==> src/rtl/tick_timer.sv <==
module tick_timer #(
  parameter int DW = 32,
  parameter int AW = 16,
  parameter logic [AW-1:0] CTRL_ADDR  = 16'h5000,
  parameter logic [AW-1:0] COUNT_ADDR = 16'h5001
) (
  input  logic          clk,
  input  logic          rst_n,
  input  logic          spr_we,
  input  logic [AW-1:0] spr_addr,
  input  logic [DW-1:0] spr_wdata,
  output logic [DW-1:0] spr_rdata,
  output logic          irq
);
  localparam int PW   = DW - 4;
  localparam int PEND = PW;
  localparam int ENAB = PW + 1;
  localparam logic [1:0] M_OFF = 2'b00, M_RESTART = 2'b01, M_ONCE = 2'b10;

  logic [PW-1:0] period;
  logic          pend, enab, done;
  logic [1:0]    mode;
  logic [DW-1:0] count;

  wire ctrl_sel = spr_addr == CTRL_ADDR;
  wire cnt_sel  = spr_addr == COUNT_ADDR;
  wire ctrl_wr  = spr_we && ctrl_sel;
  wire cnt_wr   = spr_we && cnt_sel;
  wire running  = (mode != M_OFF) && !done;
  wire hit      = running && (count[PW-1:0] == period);

  always_ff @(posedge clk or negedge rst_n) begin
    if (!rst_n) begin
      period <= '0;
      pend   <= 1'b0;
      enab   <= 1'b0;
      mode   <= M_OFF;
      count  <= '0;
      done   <= 1'b0;
    end else begin
      if (ctrl_wr) begin
        period <= spr_wdata[PW-1:0];
        enab   <= spr_wdata[ENAB];
        mode   <= spr_wdata[DW-1:DW-2];
      end
      pend <= hit | (ctrl_wr ? (spr_wdata[PEND] & pend) : pend);
      if (cnt_wr)
        count <= spr_wdata;
      else if (hit && mode == M_RESTART)
        count <= '0;
      else if (running && !(hit && mode == M_ONCE))
        count <= count + 1'b1;
      if (ctrl_wr || cnt_wr)
        done <= 1'b0;
      else if (hit && mode == M_ONCE)
        done <= 1'b1;
    end
  end

  assign spr_rdata = ctrl_sel ? {mode, enab, pend, period} :
                     cnt_sel  ? count : '0;
  assign irq = pend & enab;


  off_hold_chk: assert property (@(posedge clk) disable iff (!rst_n)
    (mode == M_OFF && !cnt_wr) |=> $stable(count));

  match_sets_chk: assert property (@(posedge clk) disable iff (!rst_n)
    hit |=> pend);

  once_hold_chk: assert property (@(posedge clk) disable iff (!rst_n)
    (done && !ctrl_wr && !cnt_wr) |=> $stable(count));

  pend_keep_chk: assert property (@(posedge clk) disable iff (!rst_n)
    (ctrl_wr && spr_wdata[PEND] && !hit) |=> pend == $past(pend));

  pend_clear_chk: assert property (@(posedge clk) disable iff (!rst_n)
    (ctrl_wr && !spr_wdata[PEND] && !hit) |=> !pend && !irq);

  count_load_chk: assert property (@(posedge clk) disable iff (!rst_n)
    cnt_wr |=> count == $past(spr_wdata));
endmodule

==> config.mk <==
export PLATFORM = sky130hd
export DESIGN_NAME = tick_timer
export DESIGN_NICKNAME = d
export VERILOG_FILES = /design/src/rtl/tick_timer.sv
export SDC_FILE = /design/constraint.sdc
export NUM_CORES = 1
export LEC_CHECK = 0
export ABC_AREA = 1
export BUFFER_PORTS_ARGS = -buffer_cell sky130_fd_sc_hd__buf_2
export CAP_MARGIN = 20
export CORE_MARGIN = 2
export CORE_UTILIZATION = 40
export DETAILED_ROUTE_END_ITERATION = 12
export GPL_TIMING_DRIVEN = 0
export PLACE_DENSITY_LB_ADDON = 0.25
export SLEW_MARGIN = 20
export SYNTH_ARGS = -nofsm -noshare
export SYNTH_HDL_FRONTEND = slang
export SYNTH_SLANG_ARGS = --single-unit
==> constraint.sdc <==
create_clock -name clk -period 4.6 [get_ports clk]
set_input_delay 0.69 -clock clk [delete_from_list [all_inputs] [get_ports clk]]
set_output_delay 0.69 -clock clk [all_outputs]
set_load 0.02 [all_outputs]
==> results.md <==
- Total number of vias: 5353
- Multi-input logic area: 2970 um^2
- DR iter-0 viols: 504
- CTS H-tree lvls: 3
- Grt ovf: 0
- Commonest non-fill, non-tap cell in the layout: nand2_1
- Max Slew Vio Count: 0
- Register-to-register setup slack: 2210 ps
- WL/cell: 16.6 um
- Post-synthesis sequential area ratio: 0.320
- # hold bufs at CTS: 0
- Most frequent cells in the layout: nand2_1 (251), buf_2 (92), nand3_1 (85)
- All-Layer GR Usage: 0.264
- Worst R2R Start: count[27]
- Cell area after placement: 5730 um^2
- Worst Path Max Fanout: 10
- DRC errors left: 0
- Period utilization: 0.780
- MaxCap Viol Count: 0
- Pleak: 3.20 nW
- Reg-to-reg endpoint: count[9]
- Worst setup SP type: primary input
- Synth cell types: 30
- CP Capture Point: spr_rdata[15]
- Antenna cells: 0
- Status: completed
- R2R depth: 11
- DIE WIDTH: 117 um
- Routed WL: 17200 um
- Post-synth top area cell: dfrtp_1
- Clk slew on worst S/H paths: 60 ps
- Final Instance Area: 6020 um^2
- Final HPWL DP: 13300 um
- Starting density of the core: 0.406
- Mapped Area: 5080 um^2
- Largest family of logic cells by synthesized area: simple AND/OR/NAND/NOR gates
- Critical Path Start: spr_addr[8]
- Power Dens Cells: 219 nW/um^2
- RSZ-0062 raised after global routing: false
- Seq. cell area: 1630 um^2
- CP Capture Type: output port
- DRT Pass-1 Iters: 5
- FMAX: 0.279 GHz
- # rows: 41
- P&R area growth vs syn: 18.5%
- Yosys warns: 0
- Syn Inst Count: 767
- Worst-Skew Late Latency: 350 ps
- Die Ht: 117 um
- Setup Crit Path Kind: primary input to output port
- Sum of negative setup slack: 0 ps
- Post-synthesis mux area share: 0.0687
- GPL Wtd Cong: 1.01
- Largest net degree at the start of global routing: 35
- Synth Area in Compound Gates: 0.0397
- Rel. slew slack: 0.507
- Ports: 84
- First-pass GRT wire length: 26700 um
- Post-CTS setup buffer count: 0
- CTS tree: built
- Post-synth EDFFs: 0
- Yosys top cell area share: 0.320
- Layout cells sized above 1: 0.169
- Area share of fa/ha/maj cells after synthesis: 0.00246
- Syn nets: 819
- Crit path DAT: 2900 ps
- Asr flop ratio synth: 1.00
- Clock buffer depth: 2
- Final-report setup violation count: 0
- Initial antenna violation count: 0
- Synthesized area per cell: 6.62 um^2
- Vias in the first global route: 4975
- Antenna Nets Post-Route: 0
- Port-buffer cells: 82
- Final nets: 913
- Die ar.: 13600 um^2
- Root Driver: clkbuf_16
- CTS sink count: 65
- Clock skew: 8.13 ps
- Synth Area in XOR/XNOR: 0.0741
- Hold Crit Class: primary input to async pin
- Worst Tran Pin Value: 740 ps
- Fillers: 1342
- PostCTS Resize Cnt: 0
- Area contributors post-synth: dfrtp_1 (32%), nand2_1 (19%), nand3_1 (8.4%), mux2_2 (6.9%), inv_1 (5.4%)
- Post-synth top flop: dfrtp_1
- TritonCTS Buffers: 9
- Simple-gate share of the synthesized area: 0.400
- Worst IR Drop VDD: 0.000193 V
- Yosys reg bits: 65
- Critical Path RT: 3910 ps
- Clock period minus worst slack: 3590 ps
- CORE AREA: 12500 um^2
- Vias per inst: 5.16
- Hold Fails Final Rpt: 0
==> worst min path at each step <==
stage / from / endpoint / slack [ps] / cells after the start
finish: rst_n / count[19] / 270 / 1
global route: rst_n / period[19] / 310 / 1
CTS: rst_n / count[19] / 290 / 1
detailed placement: done / done / 520 / 2
global placement: done / done / 510 / 2
floorplan: rst_n / count[0] / 390 / 0
==> state kept, by name (all words and copies together) (netlist names) <==
name,flops
count,32
done,1
pend,1
period,28
mode,2
enab,1
==> power breakdown <==
part	total, mW	internal, mW	switching, mW	leakage (nW)
Clock	0.691	0.433	0.258	0.144
Sequential	0.572	0.572	0.000129	0.898
Combinational	0.0562	0.0203	0.0358	2.16
==> synth_stat cells, types with 2 or more instances <==
cell      count
a21oi_1       2
and2_1        2
buf_2        11
buf_4         3
clkbuf_1     31
dfrtp_1      65
inv_1        73
mux2_2       31
nand2_1     251
nand3_1      85
nand3_2       2
nand4_1      40
nor2_1       71
nor3_1       10
nor4_1        2
o21ai_0      23
o22ai_1      11
xnor2_1      20
xor2_1       23
==> critical path, cell delays in order <==
cell      delay [ps]
buf_2             90
or2_1            270
nor4_1           370
nand3_1          290
inv_1            190
clkbuf_1         580
nand2_1           90
o21ai_0          120
buf_2            200
==> metrics by stage <==
stage	std cells	power [mW]	hold slack (ps)	util	worst slack, ps
after floorplan	767	0.594	394	-	1740
after global placement	1021	0.637	506	0.456	1070
after detailed placement	1022	0.639	517	0.458	1060
after CTS	1038	1.34	292	0.481	1050
after global routing	1038	1.37	307	0.481	828
final	1038	1.32	275	0.481	1010
==> cell families (layout without fill, tap and decap cells) <==
group / after synthesis / count (layout)
and+or+nand+nor: 469 / 469
buffers and inverters: 121 / 220
DFF: 65 / 65
xor gates and xnor gates: 43 / 43
AOI/OAI and AO/OA: 37 / 37
muxes: 31 / 31
adders and majority gates: 1 / 1
==> routing by layer <==
metal  global-route usage  share of wire  vias to the layer above
li1                     -              -                     2662
met1                0.350           0.45                     2456
met2                0.425           0.46                      199
met3               0.0690          0.067                       36
met4               0.0784          0.020                        0
met5                    0              0                        -
==> cell type report <==
cell class,count,area share
Tap cell,172,0.0358
Inverter,75,0.0468
Sequential cell,65,0.270
Multi-Input combinational cell,581,0.494
Clock buffer,13,0.0416
Clock inverter,3,0.00665
Timing Repair Buffer,83,0.0719
Buffer,46,0.0328
No activity file was read; power rests on OpenSTA's default activity.
